### src/rtl/burst_pkg.sv
`timescale 1ns/1ps
package burst_pkg;
  typedef enum logic {
    ORD_LINEAR     = 1'b0,
    ORD_INTERLEAVE = 1'b1
  } burst_order_e;

  typedef enum logic [1:0] {
    EV_IDLE     = 2'd0,
    EV_STEP     = 2'd1,
    EV_LOAD_CPU = 2'd2,
    EV_LOAD_CTL = 2'd3
  } burst_evt_e;
endpackage

### src/rtl/burst_strobe_arb.sv
`timescale 1ns/1ps
module burst_strobe_arb
  import burst_pkg::*;
(
  input  logic       en_i,
  input  logic       ads_cpu_ni,
  input  logic       ads_ctl_ni,
  input  logic       adv_ni,
  output burst_evt_e evt_o
);
  logic cpu_req, ctl_req;

  assign cpu_req = en_i & ~ads_cpu_ni;
  assign ctl_req = en_i & ~ads_ctl_ni;

  // processor strobe first, then controller strobe, then advance
  always_comb begin
    if (cpu_req)      evt_o = EV_LOAD_CPU;
    else if (ctl_req) evt_o = EV_LOAD_CTL;
    else if (!adv_ni) evt_o = EV_STEP;
    else              evt_o = EV_IDLE;
  end
endmodule

### src/rtl/burst_order_map.sv
`timescale 1ns/1ps
module burst_order_map
  import burst_pkg::*;
#(
  parameter int BURST_W = 2
) (
  input  logic [BURST_W-1:0] start_i,
  input  logic [BURST_W-1:0] beat_i,
  input  burst_order_e       order_i,
  output logic [BURST_W-1:0] offs_o
);
  logic [BURST_W-1:0] lin_offs;
  logic [BURST_W-1:0] ilv_offs;

  assign lin_offs = start_i + beat_i;

  for (genvar b = 0; b < BURST_W; b++) begin : g_ilv
    assign ilv_offs[b] = start_i[b] ^ beat_i[b];
  end

  assign offs_o = (order_i == ORD_INTERLEAVE) ? ilv_offs : lin_offs;
endmodule

### src/rtl/burst_ctr.sv
`timescale 1ns/1ps
module burst_ctr
  import burst_pkg::*;
#(
  parameter int ADDR_W  = 15,
  parameter int BURST_W = 2,
  localparam int HiW    = ADDR_W - BURST_W
) (
  input  logic               clk_i,
  input  logic               rst_ni,
  input  burst_evt_e         evt_i,
  input  logic [ADDR_W-1:0]  addr_i,
  input  logic               mode_i,
  output logic [HiW-1:0]     hi_o,
  output logic [BURST_W-1:0] start_o,
  output logic [BURST_W-1:0] beat_o,
  output burst_order_e       order_o
);
  logic load;

  assign load = (evt_i == EV_LOAD_CPU) || (evt_i == EV_LOAD_CTL);

  always_ff @(posedge clk_i or negedge rst_ni) begin
    if (!rst_ni) begin
      hi_o    <= '0;
      start_o <= '0;
      beat_o  <= '0;
      order_o <= ORD_INTERLEAVE;  // unconnected select reads high
    end else if (load) begin
      hi_o    <= addr_i[ADDR_W-1:BURST_W];
      start_o <= addr_i[BURST_W-1:0];
      beat_o  <= '0;
      order_o <= burst_order_e'(mode_i);
    end else if (evt_i == EV_STEP) begin
      beat_o  <= beat_o + 1'b1;
    end
  end
endmodule

### src/rtl/burst_addr_gen.sv
`timescale 1ns/1ps
module burst_addr_gen
  import burst_pkg::*;
#(
  parameter int ADDR_W  = 15,
  parameter int BURST_W = 2
) (
  input  logic               clk_i,
  input  logic               rst_ni,
  input  logic               en_i,
  input  logic               ads_cpu_ni,
  input  logic               ads_ctl_ni,
  input  logic               adv_ni,
  input  logic               mode_i,
  input  logic [ADDR_W-1:0]  addr_i,
  output logic [ADDR_W-1:0]  addr_o,
  output logic [BURST_W-1:0] beat_o,
  output logic               last_o
);
  localparam int HiW = ADDR_W - BURST_W;

  burst_evt_e         evt;
  logic [HiW-1:0]     hi_q;
  logic [BURST_W-1:0] start_q;
  logic [BURST_W-1:0] beat_q;
  burst_order_e       order_q;
  logic [BURST_W-1:0] offs;

  burst_strobe_arb u_arb (
    .en_i       (en_i),
    .ads_cpu_ni (ads_cpu_ni),
    .ads_ctl_ni (ads_ctl_ni),
    .adv_ni     (adv_ni),
    .evt_o      (evt)
  );

  burst_ctr #(.ADDR_W(ADDR_W), .BURST_W(BURST_W)) u_ctr (
    .clk_i   (clk_i),
    .rst_ni  (rst_ni),
    .evt_i   (evt),
    .addr_i  (addr_i),
    .mode_i  (mode_i),
    .hi_o    (hi_q),
    .start_o (start_q),
    .beat_o  (beat_q),
    .order_o (order_q)
  );

  burst_order_map #(.BURST_W(BURST_W)) u_map (
    .start_i (start_q),
    .beat_i  (beat_q),
    .order_i (order_q),
    .offs_o  (offs)
  );

  assign addr_o = {hi_q, offs};
  assign beat_o = beat_q;
  assign last_o = &beat_q;
endmodule

### config.mk
export PLATFORM = sky130hd
export DESIGN_NAME = burst_addr_gen
export DESIGN_NICKNAME = d
export VERILOG_FILES = /design/src/rtl/burst_pkg.sv /design/src/rtl/burst_strobe_arb.sv /design/src/rtl/burst_order_map.sv /design/src/rtl/burst_ctr.sv /design/src/rtl/burst_addr_gen.sv
export SDC_FILE = /design/constraint.sdc
export NUM_CORES = 1
export LEC_CHECK = 0
export BUFFER_PORTS_ARGS = -buffer_cell sky130_fd_sc_hd__buf_4
export CORE_AREA = 2 2 43 61
export DETAILED_ROUTE_END_ITERATION = 6
export DIE_AREA = 0 0 45 63
export GPL_ROUTABILITY_DRIVEN = 0
export PLACE_DENSITY = 0.63
export SLEW_MARGIN = 15
export SYNTH_ARGS = -nofsm -noshare
export SYNTH_HDL_FRONTEND = slang
export SYNTH_SLANG_ARGS = --single-unit
### constraint.sdc
create_clock -name clk_i -period 1.9 [get_ports clk_i]
set_clock_uncertainty 0.1 [all_clocks]
set_input_delay 0.57 -clock clk_i [delete_from_list [all_inputs] [get_ports clk_i]]
set_output_delay 0.57 -clock clk_i [all_outputs]
set_load 0.005 [all_outputs]
**After elaboration in Yosys (flattened, before gate mapping)**

Index checks and enable logic that the tools add are counted.

- Flip-flop bits (word level): 18
- Bits in latches: 0
- RAM bits: 0
- Memory bits (read-only): 0
- Bits of input ports: 22
- Output and inout port bits: 18
- Logic and storage cells: 24
- Memories kept: 0

- Add/sub/neg operators: 2
- Multipliers: 0
- Divide/modulo/power cells: 0
- Order comparisons: 0
- Equal/unequal tests: 3
- Shift-type cells: 0
- Muxes and demuxes: 6
- Bitwise operators: 6
- Reductions and logical operators: 3

Operators by type and width:

| kind | count |
|---|---|
| 2-to-1 mux 2 bit | 5 |
| == test 2 bit (second input constant) | 2 |
| adder 2 x 1 -> 2 bit (second input constant) | 1 |
| adder 2 bit | 1 |
| AND 1 bit | 2 |
| == test 2 x 1 -> 1 bit (second input constant) | 1 |
| inverter 1 bit | 2 |
| AND reduction 2 bit | 1 |
| nonzero test 2 bit | 1 |
| bitwise XOR 1 bit | 2 |
| logical OR 1 bit | 1 |
| 2-to-1 mux 1 bit | 1 |

**Logic depth before layout (Yosys ltp)**

Gate-level depths: netlist of the first run.

- Word-level depth: 7
- Mapped depth: 3
- Depth with buffers taken out: 3

**Modules after synthesis**

Synthesis of the first run repeated with hierarchy kept, for this count alone.

- Cell total of the unflattened synthesis: 50
- Area, all modules: 799.5 sq um

By module, submodules not included:

| module | times used | cells an instance | area each (sq um) | seq. area each (sq um) |
|---|---|---|---|---|
| burst_ctr | 1 | 41 | 728.2 | 451.7 |
| burst_order_map | 1 | 4 | 36.3 | 0.0 |
| burst_strobe_arb | 1 | 4 | 28.8 | 0.0 |
| burst_addr_gen | 1 | 1 | 6.3 | 0.0 |

**Worst setup path before layout of the first run**

OpenSTA, ideal clock, no wires.

- Path kind: reg2out
- Start: register u_ctr.beat_o[0]
- End: output addr_o[1]
- Data arrival time: 0.883 ns
- Required time: 1.230 ns
- Slack: 0.347 ns
- Stages on the path, launching flop included: 4
- Buffers on the path: 0
- Path through: dfrtp_1 -> ha_1 -> nor2b_1 -> xnor2_1

- Longest elaborated chain between the ends: 2

Ends and longest elaborated chain:

| what | RTL line | RTL |
|---|---|---|
| start: declaration | burst_ctr.sv:16 | `output logic [BURST_W-1:0] beat_o,` |
| start signal: assignment | burst_ctr.sv:35 | `beat_o <= beat_o + 1'b1;` |
| adder 2 bit | burst_order_map.sv:15 | `assign lin_offs = start_i + beat_i;` |
| 2-to-1 mux 2 bit | burst_order_map.sv:21 | `assign offs_o = (order_i == ORD_INTERLEAVE) ? ilv_offs : lin_offs;` |
| end: declaration | burst_addr_gen.sv:16 | `output logic [ADDR_W-1:0] addr_o,` |

No other way between the ends.

**Worst setup path in the final report of the first run**

- Start: register u_ctr.start_o[0]
- End: output addr_o[1]

- Longest elaborated chain between the ends: 2

Ends and longest elaborated chain:

| what | RTL line | RTL |
|---|---|---|
| start: declaration | burst_ctr.sv:15 | `output logic [BURST_W-1:0] start_o,` |
| start signal: assignment | burst_ctr.sv:31 | `start_o <= addr_i[BURST_W-1:0];` |
| adder 2 bit | burst_order_map.sv:15 |  |
| 2-to-1 mux 2 bit | burst_order_map.sv:21 |  |

No other way between the ends.

==> flow_metrics.env, run 1 <==
export IMPL_synth_cell_types=12
export IMPL_netlist_instances=45
export IMPL_p_leak_uw=0.000576
export IMPL_wirelength_mm=1.46
export IMPL_antenna_found_initial=0
export IMPL_die_h_um=63
export IMPL_grt_pass1_vias=564
export IMPL_grt_first_pass_wirelength_mm=2.44
export IMPL_yosys_top_cells_area="dfrtp_1 55%, mux2_4 15%, mux2_2 12%"
export IMPL_fin_crit_ns=1.91
export IMPL_path_max_fanout=2
export IMPL_die_w_um=45
export IMPL_antenna_cells=0
export IMPL_dpl_hpwl_mm=1.11
export IMPL_power_density_mw_per_mm2=847
export IMPL_ys_ff_latch=18
export IMPL_critPathKind="flop to output pin"
export IMPL_ys_warnings_count=0
export IMPL_cts_path_max_buffers=2
export IMPL_fin_cells=112
export IMPL_fin_ws_ns=-0.00569
export IMPL_avgViaCountPerCell=4.69
export IMPL_synth_nets=69
export IMPL_clkTransAtPathRegs_ns=0.10
export IMPL_finalPower_uw=974
export IMPL_avgRoutedWirePerCell_um=13.0
export IMPL_filler_cell_count=213
export IMPL_placement_io_buffers=39
export IMPL_setup_violations=1
export IMPL_timing_final_crit_share=1.00
export IMPL_dieArea_mm2=0.00284
export IMPL_finalHoldViolations=0
export IMPL_initial_core_util=0.335
export IMPL_initialDrtViolationCount=0
export IMPL_ioPinCount=40
export IMPL_cts_root_buf="clkbuf_4"
export IMPL_violations="setup timing"
export IMPL_rows=21
export IMPL_cts_made_buffers=3
export IMPL_insertion_delay_ns=0.28
export IMPL_syn_avg_cell_area_um2=17.2
export IMPL_design_core_area_mm2=0.00231
export IMPL_cts_sinks=18
export IMPL_slew_viol_final=0
export IMPL_grt_overflow_total=0
export IMPL_synth_largest_area_cell="dfrtp_1"
export IMPL_htree_num_levels=1
export IMPL_cts_hold_buf=0
export IMPL_worstPathRequired_ns=1.23
export IMPL_area_growth_pct=48.4
export IMPL_maxCapViolCount=0
export IMPL_fmax_mhz=525
export IMPL_seq_area_frac_synth=0.582
export IMPL_finalNetCount=114
export IMPL_grt_usage=0.116
export IMPL_drive_above_1_share=0.730
export IMPL_grt_setup_unrepaired="true"
export IMPL_max_slew_margin=0.850
export IMPL_cp_start_kind="flop"
export IMPL_placed_cells=107
export IMPL_crit_arrival_ns=1.24
export IMPL_holdCritPathClass="input port to asynchronous set/reset pin"
export IMPL_final_setup_tns_ns=-0.00569
export IMPL_dr_pass1_iters=1
export IMPL_cts_tree="done"
export IMPL_drc=0
export IMPL_netlist_area_leader_share=0.548
export IMPL_grt_max_degree=19
export IMPL_worst_pin_slew_ns=0.224
export IMPL_ant_nets=0
export IMPL_cp_end_kind="output pin"
export IMPL_syn_area_um2=776
export IMPL_via_count=525
export IMPL_status="finished with violations"
export IMPL_ir_drop_v=0.000516
==> Yosys cell counts (all sizes together) <==
cell type  number
ha              2
xor2            1
nor2            2
mux2i           1
buf             1
a21boi          1
dfrtp          17
nor2b           1
dfstp           1
mux2           16
xnor2           2
==> cells by family (layout without fill, tap and decap cells) <==
group,Yosys count,in the layout,share of synthesized area
AOI/OAI and AO/OA,1,1,0.0242
xor gates and xnor gates,3,3,0.0339
adders and majority gates,2,2,0.0323
buffers and inverters,1,45,0.0258
DFF,18,18,0.582
muxes,17,17,0.284
and+or+nand+nor,3,3,0.0178
==> layer usage <==
layer	track usage	routed length (um)
met4	0.0662	17
met5	0	0
met2	0.177	796
met3	0.0260	108
met1	0.146	531
==> per-stage QoR <==
stage | setup slack, ns | utilization | hold WS (ns) | instance area, um^2
after floorplan | 0.347 | - | 0.174 | 776
after detailed placement | 0.238 | 0.475 | 0.347 | 1100
after CTS | -0.0353 | 0.498 | 0.0242 | 1150
final | -0.00569 | 0.498 | 0.0303 | 1150
after global placement | 0.257 | 0.475 | 0.349 | 1100
after global routing | -0.0540 | 0.498 | 0.0305 | 1150
==> layout by cell type, fill, tap and decap left out, drive strengths merged <==
cell type / netlist / layout
a21boi: 1 / 1
dfrtp: 17 / 17
clkbuf: 0 / 4
nor2b: 1 / 1
nor2: 2 / 2
xnor2: 2 / 2
buf: 1 / 41
xor2: 1 / 1
mux2i: 1 / 1
ha: 2 / 2
dfstp: 1 / 1
mux2: 16 / 16
==> timing repair <==
item	CTS	global route
gates cloned	0	0
gates resized for setup	3	0
endpoints found under the setup margin	1	1
pin swaps	2	1
setup buffers	1	0
==> critical path, stage by stage, from the launching register on <==
cell	delay, ns
dfrtp_1	0.40
ha_2	0.18
nor2b_4	0.12
xnor2_1	0.12
buf_4	0.13
==> sequential cells by signal (all words and copies together) (netlist names) <==
signal / cells
u_ctr.hi_o: 13
u_ctr.beat_o: 2
u_ctr.start_o: 2
u_ctr.order_o: 1
==> layout make-up <==
class	count	area (um^2)	share of cell area
timing repair buffer	41	320	0.278
sequential	18	452	0.392
multi-input combinational	26	314	0.273
tap	23	28.8	0.0250
clock buffer	4	36.3	0.0315
==> power breakdown <==
group / switching (uW) / internal [uW] / leakage, uW / total, uW
Sequential: 34.9 / 438 / 0.000212 / 473
Combinational: 85.3 / 189 / 0.000343 / 274
Clock: 110 / 117 / 0.0000210 / 227
==> final timing paths <==
path                                        from              end  slack [ns]  cells after the start
worst min-delay path                      rst_ni   u_ctr.hi_o[12]        0.03                      1
max in group asynchronous                 rst_ni    u_ctr.order_o        1.42                      1
worst max register to register   u_ctr.beat_o[0]  u_ctr.beat_o[1]        0.71                      4
worst max-delay path            u_ctr.start_o[0]        addr_o[1]      -0.006                      4
min in group clk_i                    addr_i[11]    u_ctr.hi_o[9]        0.41                      2
worst min register to register     u_ctr.hi_o[3]    u_ctr.hi_o[3]        0.42                      1
(Power assumes the default switching activity.)
==> run 2, diff against run 1 <==
--- a/config.mk
+++ b/config.mk
@@ -5,12 +5,13 @@
 export SDC_FILE = /design/constraint.sdc
 export NUM_CORES = 1
 export LEC_CHECK = 0
+export ABC_AREA = 1
 export BUFFER_PORTS_ARGS = -buffer_cell sky130_fd_sc_hd__buf_4
-export CORE_AREA = 2 2 43 61
+export CORE_AREA = 2 2 44 62
 export DETAILED_ROUTE_END_ITERATION = 6
-export DIE_AREA = 0 0 45 63
+export DIE_AREA = 0 0 46 64
 export GPL_ROUTABILITY_DRIVEN = 0
-export PLACE_DENSITY = 0.63
+export PLACE_DENSITY = 0.62
 export SLEW_MARGIN = 15
 export SYNTH_ARGS = -nofsm -noshare
 export SYNTH_HDL_FRONTEND = slang
==> flow_metrics.env, run 2 <==
export IMPL_p_comb_frac=0.277
export IMPL_fin_cells=157
export IMPL_dr_pass1_iters=4
export IMPL_ys_ff_latch=18
export IMPL_avgViaCountPerCell=4.61
export IMPL_netlist_instances=92
export IMPL_cpPeakStageDelay_ns=0.37
export IMPL_cp_num_buf_inv=3
export IMPL_maxCapViolCount=0
export IMPL_rows=21
export IMPL_initialDrtViolationCount=23
export IMPL_dieArea_mm2=0.00294
export IMPL_reg2reg_slack_ns=0.66
export IMPL_drc=0
export IMPL_cp_end_kind="output pin"
export IMPL_syn_avg_cell_area_um2=8.81
export IMPL_fin_hold_ws_ns=0.0235
export IMPL_worstPathRequired_ns=1.23
export IMPL_cts_sinks=18
export IMPL_area_growth_pct=41.2
export IMPL_ys_warnings_count=0
export IMPL_synth_most_common_cell="nand2_1"
export IMPL_critPathSlowestCell="dfrtp_1"
export IMPL_cts_hold_buf=0
export IMPL_critPathKind="flop to output pin"
export IMPL_synth_nets=116
export IMPL_worst_pin_slew_ns=0.249
export IMPL_finalNetCount=159
export IMPL_drive_above_1_share=0.403
export IMPL_design_core_area_mm2=0.00236
export IMPL_synth_ff_type="dfrtp_1"
export IMPL_grt_pass1_vias=689
export IMPL_cts_tree="done"
export IMPL_crit_chain="ha_2, inv_2, nor2_1, nand3_1, nand2_1, inv_1, buf_6"
export IMPL_via_count=724
export IMPL_path_max_fanout=2
export IMPL_largest_reg_flops=13
export IMPL_netlist_area_leader_share=0.525
export IMPL_grt_overflow_total=0
export IMPL_grt_max_degree=20
export IMPL_power_density_mw_per_mm2=787
export IMPL_ant_nets=0
export IMPL_initial_core_util=0.343
export IMPL_cp_top_family="flip-flops"
export IMPL_p_clk_frac=0.211
export IMPL_cts_made_buffers=3
export IMPL_cp_start_kind="flop"
export IMPL_reg_largest_list="u_ctr.hi_o: 13 flops, u_ctr.beat_o: 2 flops, u_ctr.start_o: 2 flops"
export IMPL_ioPinCount=40
export IMPL_synth_cell_types=15
export IMPL_dpl_hpwl_mm=1.32
export IMPL_violations="setup timing"
export IMPL_grt_setup_unrepaired="true"
export IMPL_antenna_cells=0
export IMPL_holdCritPathClass="input port to asynchronous set/reset pin"
export IMPL_placement_io_buffers=39
export IMPL_die_w_um=46
export IMPL_async_reset_ff_frac=1.00
export IMPL_grt_first_pass_wirelength_mm=2.95
export IMPL_insertion_delay_ns=0.29
export IMPL_largest_register="u_ctr.hi_o"
export IMPL_finalPower_uw=901
export IMPL_synth_largest_area_cell="dfrtp_1"
export IMPL_syn_area_um2=811
export IMPL_seq_area_frac_synth=0.557
export IMPL_yosys_top_cells_area="dfrtp_1 52%, nand2_1 22%, nand2_2 3.9%"
export IMPL_fin_crit_ns=1.91
export IMPL_die_h_um=64
export IMPL_final_common_cell="nand2_1"
export IMPL_wirelength_mm=1.75
export IMPL_placed_cells=152
export IMPL_cts_root_buf="clkbuf_4"
export IMPL_swShare=0.277
export IMPL_finalHoldViolations=0
export IMPL_p_int_uw=652
export IMPL_htree_num_levels=1
export IMPL_cts_path_max_buffers=2
export IMPL_slew_viol_final=0
export IMPL_synth_edf_count=0
export IMPL_timing_final_crit_share=1.00
export IMPL_clkTransAtPathRegs_ns=0.10
export IMPL_max_slew_margin=0.833
export IMPL_layout_common_cells="48 x nand2_1, 39 x buf_4, 17 x dfrtp_1, 6 x inv_1, 5 x nand2_2"
export IMPL_ir_drop_v=0.000518
export IMPL_fin_ws_ns=-0.00818
export IMPL_avgRoutedWirePerCell_um=11.2
export IMPL_crit_arrival_ns=1.24
export IMPL_p_sw_uw=249
export IMPL_p_seq_frac=0.512
export IMPL_setup_violations=1
export IMPL_status="finished with violations"
export IMPL_p_leak_uw=0.000654
export IMPL_synth_common_cells="48 x nand2_1, 17 x dfrtp_1, 7 x inv_1, 5 x nand2_2, 3 x o21ai_0"
export IMPL_grt_usage=0.138
export IMPL_fmax_mhz=524
export IMPL_antenna_found_initial=0
[run 2: changes by cell type after synthesis, moves of 2 or more]
cell,before,now
mux2_4,8,0
nand2_1,0,48
xnor2_1,2,0
mux2_2,8,0
nand2_2,0,5
o21ai_0,0,3
nand3_1,0,2
inv_1,0,7
[run 2: layout make-up]
class / instances / area (um^2)
Clock buffer: 4 / 26.3
Inverter: 8 / 35.0
Sequential cell: 18 / 452
Tap cell: 23 / 28.8
Multi-Input combinational cell: 64 / 299
Fill cell: 232 / 1220
Timing Repair Buffer: 40 / 304
[run 2: repair_timing]
action                                 CTS  global route
setup endpoints to repair                1             1
buffers inserted                         1             0
endpoints found under the hold margin    0             0
resized for setup                        3             0
gates cloned                             0             0
pin swaps                                1             1
[run 2: kinds of logic after synthesis]
group                    share of synthesized area
AO/OA/AOI/OAI                               0.0185
XOR/XNOR                                    0.0108
adder cells (fa/ha/maj)                     0.0309
AND/OR/NAND/NOR                              0.306
buffers and inverters                       0.0772
flip-flops                                   0.557
[run 2: through the flow]
stage / utilization / setup TNS (ns) / cell area [um^2] / setup WS (ns)
finish: 0.484 / -0.00818 / 1140 / -0.00818
global route: 0.484 / -0.0829 / 1140 / -0.0829
CTS: 0.484 / -0.0250 / 1140 / -0.0250
detailed placement: 0.467 / 0 / 1100 / 0.233
global placement: 0.467 / 0 / 1100 / 0.272
floorplan: - / 0 / 811 / 0.385
[run 2: metal layers]
layer  up-vias  track usage  wire length, um
met2        22        0.215              947
met4         0       0.0857               48
met1       336        0.165              674
met5         -            0                0
met3         5       0.0282               83
li1        361            -                -
[run 2: final timing paths]
path / startpoint / end / cells after the start
setup / recovery: u_ctr.beat_o[0] / addr_o[1] / 7
hold / removal: rst_ni / u_ctr.hi_o[10] / 1
setup reg to reg: u_ctr.beat_o[0] / u_ctr.beat_o[1] / 6
hold reg to reg: u_ctr.hi_o[0] / u_ctr.hi_o[0] / 2
max in group asynchronous: rst_ni / u_ctr.order_o / 1
min in group clk_i: addr_i[12] / u_ctr.hi_o[10] / 3
[run 2: power groups by stage]
| stage | Sequential [uW] | Clock [uW] | Combinational, uW |
|---|---|---|---|
| after global routing | 469 | 216 | 285 |
| after global placement | 471 | 0 | 233 |
| after detailed placement | 472 | 0 | 240 |
| after CTS | 463 | 201 | 255 |
| final | 462 | 190 | 249 |
| after floorplan | 472 | 0 | 101 |
==> run 3, diff against run 2 <==
--- a/config.mk
+++ b/config.mk
@@ -7,11 +7,12 @@
 export LEC_CHECK = 0
 export ABC_AREA = 1
 export BUFFER_PORTS_ARGS = -buffer_cell sky130_fd_sc_hd__buf_4
-export CORE_AREA = 2 2 44 62
+export CORE_AREA = 2 2 47 59
+export CTS_CLUSTER_SIZE = 16
 export DETAILED_ROUTE_END_ITERATION = 6
-export DIE_AREA = 0 0 46 64
+export DIE_AREA = 0 0 49 61
 export GPL_ROUTABILITY_DRIVEN = 0
-export PLACE_DENSITY = 0.62
+export PLACE_DENSITY = 0.61
 export SLEW_MARGIN = 15
 export SYNTH_ARGS = -nofsm -noshare
 export SYNTH_HDL_FRONTEND = slang
==> flow_metrics.env, run 3 (synthesized netlist as in run 2, its figures left out) <==
export IMPL_dieArea_mm2=0.00299
export IMPL_grt_pass1_vias=651
export IMPL_power_density_mw_per_mm2=806
export IMPL_drc=0
export IMPL_grt_first_pass_wirelength_mm=2.78
export IMPL_placed_cells=162
export IMPL_avgRoutedWirePerCell_um=10.1
export IMPL_p_leak_uw=0.000659
export IMPL_fin_crit_ns=1.93
export IMPL_worst_r2r_startpoint="u_ctr.beat_o[0]"
export IMPL_cpPeakStageDelay_ns=0.37
export IMPL_antenna_found_initial=0
export IMPL_cp_top_family="flip-flops"
export IMPL_critPathSlowestCell="dfrtp_1"
export IMPL_fmax_mhz=518
export IMPL_dr_pass1_iters=3
export IMPL_critPathKind="flop to output pin"
export IMPL_slew_viol_final=0
export IMPL_p_clk_frac=0.246
export IMPL_die_w_um=49
export IMPL_status="finished with violations"
export IMPL_design_core_area_mm2=0.00243
export IMPL_timing_rr_end="u_ctr.beat_o[1]"
export IMPL_insertion_delay_ns=0.29
export IMPL_ant_nets=0
export IMPL_p_seq_frac=0.492
export IMPL_grt_overflow_total=0
export IMPL_timing_final_crit_share=1.02
export IMPL_ioPinCount=40
export IMPL_crit_chain="ha_2, inv_2, nor2_2, nand3_1, nand2_1, inv_1, buf_6"
export IMPL_clkTransAtPathRegs_ns=0.10
export IMPL_avgViaCountPerCell=4.26
export IMPL_cts_path_max_buffers=2
export IMPL_via_count=711
export IMPL_worstPathRequired_ns=1.23
export IMPL_holdCritPathClass="input port to asynchronous set/reset pin"
export IMPL_grt_usage=0.122
export IMPL_cp_end_kind="output pin"
export IMPL_grt_max_degree=20
export IMPL_path_max_fanout=2
export IMPL_wirelength_mm=1.69
export IMPL_worstRegToRegCells=6
export IMPL_cts_tree="done"
export IMPL_htree_num_levels=1
export IMPL_maxCapViolCount=0
export IMPL_cp_num_buf_inv=3
export IMPL_initialDrtViolationCount=6
export IMPL_fin_area_mm2=0.00117
export IMPL_largest_register="u_ctr.hi_o"
export IMPL_reg2reg_slack_ns=0.68
export IMPL_final_common_cell="nand2_1"
export IMPL_area_growth_pct=44.3
export IMPL_placement_io_buffers=39
export IMPL_p_int_uw=687
export IMPL_antenna_cells=0
export IMPL_rows=20
export IMPL_setup_violations=1
export IMPL_violations="setup timing"
export IMPL_cp_start_kind="flop"
export IMPL_worst_path_stages=7
export IMPL_swShare=0.271
export IMPL_finalHoldViolations=0
export IMPL_startpoint="u_ctr.start_o[0]"
export IMPL_die_h_um=61
export IMPL_largest_reg_flops=13
export IMPL_layout_common_cells="48 x nand2_1, 39 x buf_4, 17 x dfrtp_1, 6 x inv_1, 5 x nand2_2"
export IMPL_max_slew_margin=0.839
export IMPL_finalNetCount=159
export IMPL_grt_setup_unrepaired="true"
export IMPL_drive_above_1_share=0.418
export IMPL_crit_arrival_ns=1.26
export IMPL_p_comb_frac=0.263
export IMPL_fin_ws_ns=-0.0321
export IMPL_ir_drop_v=0.000443
export IMPL_initial_core_util=0.334
export IMPL_cts_made_buffers=3
export IMPL_worst_pin_slew_ns=0.241
export IMPL_reg_largest_list="u_ctr.hi_o: 13 flops, u_ctr.beat_o: 2 flops, u_ctr.start_o: 2 flops"
export IMPL_p_sw_uw=256
export IMPL_endpoint="addr_o[1]"
export IMPL_dpl_hpwl_mm=1.30
export IMPL_cts_sinks=18
export IMPL_placed_cell_area_mm2=0.00112
export IMPL_cts_root_buf="clkbuf_4"
export IMPL_fin_cells=167
[run 3: layout make-up]
class,instances,area (um^2)
flip-flops and latches,18,452
fillers,273,1260
well taps,33,41.3
multi-input cells,64,302
clock buffers,4,36.3
inverters,8,35.0
repair buffers,40,304
[run 3: power by group through the flow]
stage / Clock (uW) / Sequential (uW) / Combinational (uW)
5_1_grt: 259 / 469 / 282
3_5_place_dp: 0 / 472 / 240
3_3_place_gp: 0 / 471 / 234
2_1_floorplan: 0 / 472 / 101
6_report: 232 / 464 / 248
4_1_cts: 243 / 463 / 247
[run 3: layer usage]
| metal | vias up | track usage | wire length [um] |
|---|---|---|---|
| li1 | 361 | - | - |
| met1 | 320 | 0.139 | 696 |
| met2 | 28 | 0.219 | 859 |
| met3 | 2 | 0.0271 | 116 |
| met4 | 0 | 0.0612 | 21 |
| met5 | - | 0 | 0 |
[run 3: how the worst min path moves through the flow]
stage / cells past startpoint / endpoint / from / slack, ns
floorplan: 0 / u_ctr.beat_o[0] / rst_ni / 0.17
global placement: 1 / u_ctr.hi_o[11] / rst_ni / 0.35
detailed placement: 1 / u_ctr.hi_o[11] / rst_ni / 0.35
CTS: 1 / u_ctr.hi_o[11] / rst_ni / 0.02
global route: 1 / u_ctr.hi_o[11] / rst_ni / 0.01
finish: 1 / u_ctr.hi_o[11] / rst_ni / 0.02
[run 3: worst reg2reg max path: cells and delay by family, from the launching register on]
kind            cells  cell delay (ns)
compound gates      1             0.13
flops               1             0.39
simple gates        1             0.06
buf+inv             3             0.22
fa+ha+maj           1             0.26
[run 3: metrics by stage]
stage / total power [uW] / hold WS, ns / setup slack (ns) / util / setup TNS, ns
detailed placement: 711 / 0.353 / 0.236 / 0.460 / 0
finish: 943 / 0.0214 / -0.0321 / 0.482 / -0.0321
global route: 1010 / 0.0131 / -0.156 / 0.482 / -0.156
CTS: 953 / 0.0228 / -0.0256 / 0.478 / -0.0256
floorplan: 573 / 0.174 / 0.385 / - / 0
global placement: 705 / 0.350 / 0.274 / 0.460 / 0
[run 3: repair_timing]
item / in CTS / in global routing
gates resized for setup: 0 / 4
pin swaps: 0 / 3
setup endpoints to repair: 1 / 1
buffers inserted: 1 / 0
hold buffers: 0 / 0
